[src/rtl/ckey_pkg.sv]
package ckey_pkg;
    typedef enum logic [1:0] {
        KEY_OFF = 2'd0,
        KEY_SRC = 2'd1,
        KEY_DST = 2'd2
    } key_mode_e;
endpackage

[src/rtl/ckey_cfg.sv]
module ckey_cfg
    import ckey_pkg::*;
#(
    parameter int PX_W      = 24,
    parameter int N_CH      = 3,
    parameter bit ALLOW_DST = 1'b1
) (
    input  logic              clk,
    input  logic              rst_n,
    input  logic              wr,
    input  logic              src_req,
    input  logic              dst_req,
    input  logic [PX_W-1:0]   wr_min,
    input  logic [PX_W-1:0]   wr_max,
    input  logic [N_CH-1:0]   wr_en,
    output key_mode_e         mode,
    output logic [PX_W-1:0]   kmin,
    output logic [PX_W-1:0]   kmax,
    output logic [N_CH-1:0]   chan_en,
    output logic              err
);
    key_mode_e state_q, state_d;
    logic      refuse, accept;

    // both modes together, or destination on a build without it
    assign refuse = wr && ((src_req && dst_req) || (dst_req && !ALLOW_DST));
    assign accept = wr && !refuse;

    always_comb begin
        state_d = state_q;
        unique case (state_q)
            KEY_OFF, KEY_SRC, KEY_DST: begin
                if (accept) begin
                    if (dst_req)      state_d = KEY_DST;   // goto_dst
                    else if (src_req) state_d = KEY_SRC;   // goto_src
                    else              state_d = KEY_OFF;   // goto_off
                end
            end
            default: state_d = KEY_OFF;
        endcase
    end

    always_ff @(posedge clk or negedge rst_n) begin
        if (!rst_n) state_q <= KEY_OFF;
        else        state_q <= state_d;
    end

    always_ff @(posedge clk or negedge rst_n) begin
        if (!rst_n) begin
            kmin    <= '0;
            kmax    <= '0;
            chan_en <= '0;
            err     <= 1'b0;
        end else if (wr) begin
            err <= refuse;
            if (accept) begin
                kmin    <= wr_min;
                kmax    <= wr_max;
                chan_en <= wr_en;
            end
        end
    end

    assign mode = state_q;

    p_refuse_keeps_r7: assert property (@(posedge clk) disable iff (!rst_n)
        (wr && src_req && dst_req) |=> (state_q == $past(state_q)) && err
            && (kmin == $past(kmin)) && (kmax == $past(kmax)));

    p_accept_clears_r9: assert property (@(posedge clk) disable iff (!rst_n)
        (wr && !(src_req && dst_req) && !(dst_req && !ALLOW_DST)) |=> !err);

    generate
        if (!ALLOW_DST) begin : g_nodst
            p_never_dst_r8: assert property (@(posedge clk) disable iff (!rst_n)
                state_q != KEY_DST);
        end
    endgenerate
endmodule

[src/rtl/ckey_match.sv]
module ckey_match #(
    parameter int CH_W = 8,
    parameter int N_CH = 3
) (
    input  logic [CH_W*N_CH-1:0] px,
    input  logic [CH_W*N_CH-1:0] kmin,
    input  logic [CH_W*N_CH-1:0] kmax,
    input  logic [N_CH-1:0]      chan_en,
    output logic                 hit
);
    logic [N_CH-1:0] in_rng;

    generate
        for (genvar c = 0; c < N_CH; c++) begin : g_ch
            logic [CH_W-1:0] v, lo, hi;
            assign v  = px[c*CH_W +: CH_W];
            assign lo = kmin[c*CH_W +: CH_W];
            assign hi = kmax[c*CH_W +: CH_W];
            assign in_rng[c] = !chan_en[c] || ((v >= lo) && (v <= hi));
        end
    endgenerate

    assign hit = &in_rng;

    always_comb begin
        if (chan_en == '0) begin
            p_mask_off_match_r4: assert (hit);
        end
    end
endmodule

[src/rtl/ckey_comparator.sv]
module ckey_comparator
    import ckey_pkg::*;
#(
    parameter int CH_W      = 8,
    parameter int N_CH      = 3,
    parameter bit ALLOW_DST = 1'b1
) (
    input  logic                 clk,
    input  logic                 rst_n,
    input  logic                 cfg_we,
    input  logic                 cfg_src_req,
    input  logic                 cfg_dst_req,
    input  logic [CH_W*N_CH-1:0] cfg_kmin,
    input  logic [CH_W*N_CH-1:0] cfg_kmax,
    input  logic [N_CH-1:0]      cfg_chan_en,
    input  logic                 ovl_valid,
    input  logic [CH_W*N_CH-1:0] ovl_px,
    input  logic [CH_W*N_CH-1:0] und_px,
    output logic                 out_valid,
    output logic [CH_W*N_CH-1:0] out_px,
    output logic                 cfg_err
);
    localparam int PX_W = CH_W * N_CH;

    key_mode_e       mode;
    logic [PX_W-1:0] kmin, kmax, probe_px, pick_px;
    logic [N_CH-1:0] chan_en;
    logic            hit;

    ckey_cfg #(.PX_W(PX_W), .N_CH(N_CH), .ALLOW_DST(ALLOW_DST)) u_cfg (
        .clk(clk), .rst_n(rst_n), .wr(cfg_we),
        .src_req(cfg_src_req), .dst_req(cfg_dst_req),
        .wr_min(cfg_kmin), .wr_max(cfg_kmax), .wr_en(cfg_chan_en),
        .mode(mode), .kmin(kmin), .kmax(kmax), .chan_en(chan_en), .err(cfg_err)
    );

    assign probe_px = (mode == KEY_DST) ? und_px : ovl_px;

    ckey_match #(.CH_W(CH_W), .N_CH(N_CH)) u_match (
        .px(probe_px), .kmin(kmin), .kmax(kmax), .chan_en(chan_en), .hit(hit)
    );

    always_comb begin
        unique case (mode)
            KEY_SRC: pick_px = hit ? und_px : ovl_px;
            KEY_DST: pick_px = hit ? ovl_px : und_px;
            default: pick_px = ovl_px;
        endcase
    end

    always_ff @(posedge clk or negedge rst_n) begin
        if (!rst_n) begin
            out_valid <= 1'b0;
            out_px    <= '0;
        end else begin
            out_valid <= ovl_valid;
            if (ovl_valid) out_px <= pick_px;
        end
    end

    p_valid_rise_r3: assert property (@(posedge clk) disable iff (!rst_n)
        ovl_valid |=> out_valid);
    p_valid_fall_r3: assert property (@(posedge clk) disable iff (!rst_n)
        !ovl_valid |=> !out_valid && $stable(out_px));
    p_off_pass_r2: assert property (@(posedge clk) disable iff (!rst_n)
        (ovl_valid && mode == KEY_OFF) |=> out_px == $past(ovl_px));
endmodule

[config.mk]
export PLATFORM = sky130hd
export DESIGN_NAME = ckey_comparator
export DESIGN_NICKNAME = d
export VERILOG_FILES = /design/src/rtl/ckey_pkg.sv /design/src/rtl/ckey_cfg.sv /design/src/rtl/ckey_match.sv /design/src/rtl/ckey_comparator.sv
export SDC_FILE = /design/constraint.sdc
export NUM_CORES = 1
export LEC_CHECK = 0
export BUFFER_PORTS_ARGS = -buffer_cell sky130_fd_sc_hd__buf_2
export CAP_MARGIN = 20
export CORE_MARGIN = 10
export CORE_UTILIZATION = 45
export CTS_CLUSTER_DIAMETER = 60
export DETAILED_ROUTE_END_ITERATION = 12
export PLACE_DENSITY = 0.69
export SYNTH_ARGS = -nofsm -noshare
export SYNTH_HDL_FRONTEND = slang
export SYNTH_SLANG_ARGS = --single-unit
[constraint.sdc]
create_clock -name clk -period 7.7 [get_ports clk]
set_input_delay 0.77 -clock clk [delete_from_list [all_inputs] [get_ports clk]]
set_output_delay 0.77 -clock clk [all_outputs]
set_load 0.02 [all_outputs]
==> summary.md, run 1 <==
| Metric | Value |
|---|---|
| Asr flop ratio synth | 100.0% |
| Final WL | around 17,000 um |
| DP HPWL | approximately 12,000 um |
| Vias in the first global route | 5,207 |
| RSZ-0062 raised after global routing | no |
| P&R area growth vs syn | 18.02% |
| Worst skew pair latency | 0.35 ns |
| GPL Wtd Cong | 0.8935 |
| Die width | 132.5 um |
| Worst Skew | between 0.01 and 0.015 ns |
| Tmin final | 4.088 ns |
| Largest net degree at the start of global routing | 97 |
| Post-route ant nets | 0 |
| Post-cts repair resize count | 0 |
| Max incr delay on CP | 0.63 ns |
| Metal2 WL | 8108 um |
| GRT overflow | 0 |
| Setup violations, final | 0 |
| Leak | approximately 3.1 nW |
| Core Region | 12,520 um^2 |
| Area of the multi-input gates | between 3000 and 4000 um^2 |
| Die height | ~130 um |
| Placed insts | about 940 |
| Main synth FF type | dfrtp_1 |
| Crit end category | flip-flop |
| Max Cap Viol | 0 |
| Worst min path class | input pin to asynchronous set/reset pin |
| Crit path DAT | 4.32 ns |
| Metal3 WL | around 1200 um |
| CTS tree | yes |
| Maximum clock path buffer count | 2 |
| Slowest cell on the critical path | a2111o_4 |
| Max Slew Vio Count | 0 |
| Final worst path period share | 53.09% |
| Synth Cell Area | 5693 um^2 |
| CTS H-tree lvls | 3 |
| Final Hold Vio Count | 0 |
| Share of cells above drive strength 1 | 25.86% |
| Finished Layout Cells | 953 |
| Die area | 17,550 um^2 |
| Ports | 131 |
| Crit path kind | flip-flop to flip-flop |
| Commonest non-fill, non-tap cell in the layout | nand2_1 |
| Hold_ws | 0.3718 ns |
| Initial antenna violation count | 0 |
| Commonest non-fill, non-tap cells in the layout | nand2_1 (139), buf_2 (129), dfrtp_1 (79), o21ai_0 (70), inv_1 (65) |
| Fmax | 244.6 MHz |
| Startpoint types | flip-flop |
| CTS Buf Count | 9 |
| Peak VDD IR | 0.0001673 V |
| Ys Warns | 0 |
| Clk Tree Root Cell | clkbuf_16 |
| Critical path required time | 7.94 ns |
| DRT met1 WL | 7012 um |
| Mapped Nets | 830 |
| Cells after Synth | 673 |
| Status | finished, final reports clean |
| Crit-path max FO | 48 |
| Max transition margin | a little under a third |
| PwrDens | 239.9 nW/um^2 |
| Flop and latch count out of synthesis | between 70 and 80 |
| Synth cell types | 45 |
| Sequential fraction of the synthesis area | 34.73% |
| Fin nets | 933 |
| Max Used Layer | met4 |
| Buf/Inv on CP | 2 |
| Drt first-iter violations | ~560 |
| Wire length per cell | ~18 um |
| Syn Area/Cell | 8.459 um^2 |
| Register area | 1977 um^2 |
| Drt drc | 0 |
| Number of synthesized flops with an enable pin | 0 |
| Initial Utilization | 45.48% |
| Vias | 5,307 |
| Least-Margin Pin Slew | 1.041 ns |
| Std cell rows | ~40 |
| Delay-heaviest family, CP | compound AO/OA/AOI/OAI gates |
| Clk slew on worst S/H paths | 0.07 ns |
| I/O Buffers | 130 |
| Core Util, Final | 53.68% |
| GRT Total Usage | 18.84% |
| Fill cells | 1,224 |
| Postcts setup bufs | 0 |
| # clock sinks | 79 |
| DR pass1 iterations | 6 |
| Hold_buf cts | 0 |
| First-pass GRT wire length | 27,030 um |
| Ant. Diodes | 0 |
| Critical-path cell list | inv_1, ha_2, buf_12, nand2_1, o21ai_0, ha_1, a211oi_2, nor2_1, o221a_4, a2111o_4, nor3_2, mux2_4, a311o_1 |
| Setup TNS | 0 ns |
| Vias per cell | 5.569 |
==> cell families after synthesis <==
group / after synthesis / synth area share (%)
AND/OR/NAND/NOR: 244 / 19.21
flip-flops: 79 / 34.73
multiplexers: 13 / 2.571
AO/OA/AOI/OAI: 176 / 24.04
adder cells (fa/ha/maj): 52 / 11.43
buffers and inverters: 109 / 8.022
==> routing by layer <==
layer / vias to the layer above / GRT usage, %
li1: 2561 / -
met1: 2479 / 23.26
met2: 240 / 30.78
met3: 27 / 4.504
met4: 0 / 7.885
met5: - / 0
==> synthesized netlist by cell type, types with 2 or more instances <==
library cell / number / share of area (%)
a2111oi_2: 21 / 5.5
nand2_1: 139 / 9.2
mux2i_1: 3 / 0.53
nor2_1: 14 / 0.92
buf_6: 5 / 0.99
mux2_2: 9 / 1.8
nand3_1: 46 / 4.0
nor3_1: 2 / 0.18
o21ai_1: 23 / 2.0
a32oi_1: 22 / 3.4
nand4_1: 8 / 0.88
a21oi_1: 10 / 0.88
a211oi_2: 3 / 0.66
a2111oi_0: 2 / 0.31
a211oi_1: 4 / 0.53
o21ai_0: 70 / 6.2
nor2b_1: 6 / 0.66
and2b_2: 2 / 0.31
nand2b_1: 25 / 2.7
inv_1: 65 / 4.3
buf_1: 4 / 0.26
a2111oi_4: 2 / 0.97
dfrtp_1: 79 / 35
clkbuf_1: 34 / 2.2
a311o_1: 2 / 0.35
o211ai_1: 3 / 0.40
ha_1: 52 / 11
==> power by group <==
| group | internal, mW | switching (mW) |
|---|---|---|
| clock | 0.228 | 0.183 |
| sequential | 0.488 | 0.0337 |
| combinational | 0.240 | 0.439 |
==> final timing paths <==
| check | start | to | slack, ns | depth (start not counted) |
|---|---|---|---|---|
| setup / recovery | u_cfg.mode[0] | out_px[0] | 3.61 | 13 |
| hold / removal | rst_n | u_cfg.kmax[18] | 0.37 | 1 |
| setup reg to reg | u_cfg.mode[0] | out_px[0] | 3.61 | 13 |
| hold reg to reg | out_px[13] | out_px[13] | 0.48 | 2 |
| max in group asynchronous | rst_n | u_cfg.kmax[0] | 6.72 | 2 |
| min in group clk | out_px[13] | out_px[13] | 0.48 | 2 |
==> layout make-up <==
type | count | area share (%)
multi-input combinational | 485 | 48.79
clock inverter | 6 | 0.6331
tap | 172 | 3.203
sequential | 79 | 29.42
clock buffer | 10 | 3.557
timing repair buffer | 136 | 10.76
inverter | 65 | 3.631
==> registers in the layout (all words and copies together) (netlist names) <==
name / flops
out_px: 24
u_cfg.kmax: 24
u_cfg.kmin: 24
u_cfg.chan_en: 3
u_cfg.mode: 2
out_valid: 1
u_cfg.err: 1
==> through the flow <==
| step | power (mW) | cell area, um^2 | setup slack [ns] |
|---|---|---|---|
| 6_report | 1.612 | 6719 | 3.612 |
| 5_1_grt | 1.722 | 6719 | 3.407 |
| 4_1_cts | 1.619 | 6679 | 3.230 |
| 3_5_place_dp | 1.199 | 6397 | 3.249 |
| 3_3_place_gp | 1.178 | 6397 | 3.330 |
| 2_1_floorplan | 1.010 | 5693 | 4.032 |
Power figures use the tool's default switching activity.
==> run 2: changes to the inputs <==
--- a/config.mk
+++ b/config.mk
@@ -11,7 +11,7 @@
 export CORE_UTILIZATION = 45
 export CTS_CLUSTER_DIAMETER = 60
 export DETAILED_ROUTE_END_ITERATION = 12
-export PLACE_DENSITY = 0.69
+export PLACE_DENSITY = 0.71
 export SYNTH_ARGS = -nofsm -noshare
 export SYNTH_HDL_FRONTEND = slang
 export SYNTH_SLANG_ARGS = --single-unit
==> constraint.sdc (replaced) <==
create_clock -name clk -period 3.6 [get_ports clk]
set_input_delay 0.36 -clock clk [delete_from_list [all_inputs] [get_ports clk]]
set_output_delay 0.36 -clock clk [all_outputs]
set_load 0.02 [all_outputs]
==> summary.md, run 2 (synthesis results as in run 1) <==
| Metric | Value |
|---|---|
| Status | finished, final reports clean |
| I/O Buffers | 130 |
| Drt drc | 0 |
| Commonest non-fill, non-tap cells in the layout | nand2_1 (139), buf_2 (129), dfrtp_1 (79), o21ai_0 (68), inv_1 (65) |
| Drt first-iter violations | about 530 |
| PwrDens | 515.3 nW/um^2 |
| Ports | 131 |
| GRT overflow | 0 |
| Die width | 132.5 um |
| DR pass1 iterations | 6 |
| # clock sinks | 79 |
| Reg2reg end | out_px[7] |
| First-pass GRT wire length | 28,950 um |
| Hold path cells | 3 |
| Max Cap Viol | 0 |
| Setup TNS | 0 ns |
| Leak | 3.200 nW |
| RSZ-0062 raised after global routing | no |
| Max Slew Vio Count | 0 |
| Finished Layout Cells | 968 |
| Final Hold Vio Count | 0 |
| CTS H-tree lvls | 3 |
| Initial antenna violation count | 0 |
| Die area | 17,550 um^2 |
| Worst skew pair latency | around 0.36 ns |
| Fmax | between 200 and 300 MHz |
| Tmin final | 3.428 ns |
| Vias | ~5,400 |
| GPL Wtd Cong | 0.8479 |
| Std cell rows | 41 |
| Post-route ant nets | 0 |
| Crit end category | flip-flop |
| CTS tree | yes |
| Least-Margin Pin Slew | 1.023 ns |
| Fin nets | roughly 950 |
| Hold Path End | u_cfg.kmin[3] |
| Maximum clock path buffer count | 2 |
| Crit-path max FO | 8 |
| Largest net degree at the start of global routing | 80 |
| P&R area growth vs syn | 20.86% |
| Peak VDD IR | around 0.00029 V |
| Worst Skew | a little over 0.008 ns |
| Flop2flop setup slack | about 0.17 ns |
| Reg2Reg Depth | 11 |
| Clk Tree Root Cell | clkbuf_16 |
| Worst min path class | input pin to flip-flop |
| Ant. Diodes | 0 |
| Startpoint types | flip-flop |
| GRT Total Usage | 20.35% |
| Setup violations, final | 0 |
| Final WL | 17,810 um |
| Crit path kind | flip-flop to flip-flop |
| Die height | 132.5 um |
| Worst r2r src | u_cfg.mode[1] |
| Share of cells above drive strength 1 | 27.01% |
| CTS Buf Count | 9 |
| Crit path DAT | 3.66 ns |
| Wire length per cell | between 15 and 20 um |
| Initial Utilization | a little under half |
| Placed insts | approximately 950 |
| Regs by FF count | out_px x24, u_cfg.kmax x24, u_cfg.kmin x24 |
| Vias per cell | 5.610 |
| Commonest non-fill, non-tap cell in the layout | nand2_1 |
| Core Region | 12,520 um^2 |
| Max transition margin | 31.63% |
| Critical path required time | 3.83 ns |
| DP HPWL | 13,490 um |
| Fill cells | 1,211 |
| Final worst path period share | 95.23% |
| Hold path startpoint | cfg_kmin[3] |
| Vias in the first global route | 5,600 |
| Clk slew on worst S/H paths | 0.06 ns |
run 2: cell types whose count changed in the layout (fill, tap and decap cells not counted), sizes merged:
cell,change
dlygate4sd3,+1
buf,+15
inv,-2
clkinvlp,+1
run 2: critical path: stages, from the launching register on:
cell and delay [ns]:
dfrtp_1 0.45, ha_4 0.23, buf_12 0.13, o21ai_0 0.26
ha_1 0.32, a211oi_2 0.22, nor2_1 0.08, o221a_4 0.28
a2111o_4 0.46, nor3_2 0.19, mux2_4 0.32, a311o_1 0.35
run 2: power by group:
group | internal (mW) | leakage (nW) | switching (mW)
sequential | 1.04 | 0.972 | 0.0762
clock | 0.463 | 0.121 | 0.386
combinational | 0.586 | 2.11 | 0.990
total | 2.09 | 3.20 | 1.45
run 2: stage by stage:
step | power, mW | hold WS [ns] | utilization [%] | setup WS (ns) | instance area (um^2)
final | 3.545 | 0.2049 | 54.97 | 0.1716 | 6880
after global routing | 3.779 | 0.2072 | 54.97 | 0.02505 | 6880
after detailed placement | 2.682 | 0.4770 | 52.25 | 0.02339 | 6540
after global placement | 2.618 | 0.4640 | 52.25 | 0.1378 | 6540
after floorplan | 2.161 | 0.06441 | - | 0.03036 | 5694
after CTS | 3.540 | 0.1963 | 54.37 | 0.006601 | 6805
run 2: cell type report:
cell class | instances | area [um^2] | area share, %
clock inverter | 5 | 36.28 | 0.5274
inverter | 65 | 244.0 | 3.546
timing repair buffer | 152 | 890.9 | 12.95
sequential | 79 | 1977 | 28.73
clock buffer | 10 | 229.0 | 3.328
multi-input combinational | 485 | 3288 | 47.79
tap | 172 | 215.2 | 3.128
run 2: worst max path at each step:
stage,startpoint,endpoint,slack [ns]
after floorplan,u_cfg.mode[0],out_px[7],0.03
after global placement,u_cfg.mode[0],out_px[0],0.14
after detailed placement,u_cfg.mode[0],out_px[0],0.02
after CTS,u_cfg.mode[0],out_px[7],0.007
after global routing,u_cfg.mode[1],out_px[7],0.03
final,u_cfg.mode[1],out_px[7],0.17
run 2: repair_timing:
item	in CTS	in global routing
setup endpoints to repair	0	24
hold buffers	0	1
endpoints found under the hold margin	0	4
setup buffers	0	2
resized for setup	0	3
run 2: per-layer routing:
| metal | wire, um | global-route usage [%] | vias up |
|---|---|---|---|
| met4 | 420 | 7.885 | 0 |
| met2 | 8846 | 33.76 | 201 |
| met5 | 0 | 0 | - |
| met1 | 7472 | 24.97 | 2606 |
| met3 | 1070 | 4.845 | 30 |
| li1 | - | - | 2593 |
==> run 3: changes to the inputs <==
--- a/config.mk
+++ b/config.mk
@@ -12,6 +12,7 @@
 export CTS_CLUSTER_DIAMETER = 60
 export DETAILED_ROUTE_END_ITERATION = 12
 export PLACE_DENSITY = 0.71
+export RECOVER_POWER = 50
 export SYNTH_ARGS = -nofsm -noshare
 export SYNTH_HDL_FRONTEND = slang
 export SYNTH_SLANG_ARGS = --single-unit
==> summary.md, run 3 (synthesis results as in run 1) <==
| Metric | Value |
|---|---|
| Largest net degree at the start of global routing | 80 |
| Commonest non-fill, non-tap cell in the layout | nand2_1 |
| CTS tree | yes |
| First-pass GRT wire length | a little under 30,000 um |
| DP HPWL | 13,490 um |
| CTS H-tree lvls | 3 |
| Crit-path max FO | 8 |
| Dpl ws | 0.02339 ns |
| Vias | 5,410 |
| Die area | 17,550 um^2 |
| Status | finished with violations |
| Ant. Diodes | 0 |
| Drt drc | 0 |
| Regs by FF count | out_px x24, u_cfg.kmax x24, u_cfg.kmin x24 |
| Drt first-iter violations | between 500 and 600 |
| Die height | 132.5 um |
| Clk Tree Root Cell | clkbuf_16 |
| Post-route ant nets | 0 |
| Final Cell Area | roughly 7000 um^2 |
| Peak VDD IR | 0.0002950 V |
| Core Region | roughly 13,000 um^2 |
| GRT overflow | 0 |
| Critical-path cell list | ha_4, buf_12, o21ai_0, ha_1, a211oi_2, nor2_1, o221a_4, a2111o_4, nor3_2, mux2_4, a311o_1 |
| Std cell rows | 41 |
| Crit path DAT | 3.66 ns |
| Crit path kind | flip-flop to flip-flop |
| Wire length per cell | approximately 18 um |
| Initial antenna violation count | 0 |
| Maximum clock path buffer count | 2 |
| Slowest cell on the critical path | a2111o_4 |
| Worst Skew | 0.006419 ns |
| Crit end category | flip-flop |
| Setup TNS | 0 ns |
| RSZ-0062 raised after global routing | no |
| Leak | 3.157 nW |
| Fin nets | 949 |
| PwrDens | 514.7 nW/um^2 |
| Max incr delay on CP | between 0.4 and 0.5 ns |
| GPL Wtd Cong | 0.8479 |
| P&R area growth vs syn | 20.48% |
| Vias per cell | 5.589 |
| # clock sinks | between 70 and 80 |
| Failing checks | capacitance limit, slew limit |
| Worst skew pair latency | between 0.3 and 0.4 ns |
| Final WL | 17,750 um |
| Setup violations, final | 0 |
| Max Cap Viol | 2 |
| I/O Buffers | between 100 and 150 |
| DR pass1 iterations | 5 |
| GRT Total Usage | 20.35% |
| Hold_ws | about 0.2 ns |
| Final worst path period share | 95.33% |
| Fmax | 291.4 MHz |
| Worst min path class | input pin to flip-flop |
| Tmin final | around 3.4 ns |
| Die width | between 100 and 150 um |
| Post-DP Area | 6540 um^2 |
| Least-Margin Pin Slew | 2.075 ns |
| CTS Buf Count | 9 |
| Max transition margin | -38.36% |
| Max Slew Vio Count | 84 |
| Initial Utilization | a little under half |
| Vias in the first global route | 5,600 |
| Ports | 131 |
| Share of cells above drive strength 1 | 25.38% |
| Final WS setup | 0.1683 ns |
| Startpoint types | flip-flop |
| Clk slew on worst S/H paths | about 0.060 ns |
| Commonest non-fill, non-tap cells in the layout | nand2_1 (139), buf_2 (118), dfrtp_1 (79), o21ai_0 (68), inv_1 (65) |
| Final Hold Vio Count | 0 |
| Critical path required time | 3.83 ns |
## run 3: cell types whose count changed in the layout (fill, tap and decap cells not counted)
cell and change:
clkbuf_1 +13, buf_2 -11, buf_4 -2
## run 3: stage by stage
stage                     power, mW  utilization (%)  cells
after CTS                     3.540            54.37    964
after floorplan               2.161                -    673
after global placement        2.618            52.25    949
after detailed placement      2.682            52.25    949
final                         3.531            54.80    968
after global routing          3.769            54.80    968
## run 3: layout make-up
type                            count  area [um^2]
Clock buffer                       10        229.0
Clock inverter                      5        36.28
Fill cell                        1220         5658
Inverter                           65        244.0
Multi-Input combinational cell    485         3288
Sequential cell                    79         1977
Tap cell                          172        215.2
Timing Repair Buffer              152        869.6
## run 3: path summary, 6_finish.rpt
check	startpoint	endpoint	slack (ns)	cells after the start
setup / recovery	u_cfg.mode[1]	out_px[7]	0.17	11
max in group asynchronous	rst_n	out_px[15]	1.26	2
setup reg to reg	u_cfg.mode[1]	out_px[7]	0.17	11
min in group asynchronous	rst_n	u_cfg.kmin[1]	1.14	2
hold reg to reg	out_px[14]	out_px[14]	0.49	2
hold / removal	cfg_kmin[3]	u_cfg.kmin[3]	0.21	3
## run 3: what timing repair did
| item | in CTS | in global routing |
|---|---|---|
| gates resized for setup | 0 | 3 |
| setup endpoints to repair | 0 | 24 |
| buffers inserted | 0 | 2 |
| hold endpoints to repair | 0 | 4 |
| hold buffers | 0 | 1 |
## run 3: per-layer routing
metal | global-route usage, % | vias up | part of all wire [%]
met4 | 7.885 | 0 | 2.3
met3 | 4.845 | 28 | 6.2
met5 | 0 | - | 0
met2 | 33.76 | 198 | 49
met1 | 24.97 | 2589 | 42
li1 | - | 2595 | -
## run 3: report_power, final
part,total [mW],internal (mW),switching (mW)
registers,1.12,1.04,0.0765
clock network,0.847,0.463,0.384
logic,1.56,0.575,0.988
total,3.53,2.08,1.45
## run 3: critical path: cells and delay by family, from the launching register on
kind	cells	cell delay [ns]
multiplexers	1	0.32
AND/OR/NAND/NOR	2	0.27
buffers and inverters	1	0.13
adder cells (fa/ha/maj)	2	0.55
AO/OA/AOI/OAI	5	1.57
flip-flops	1	0.45
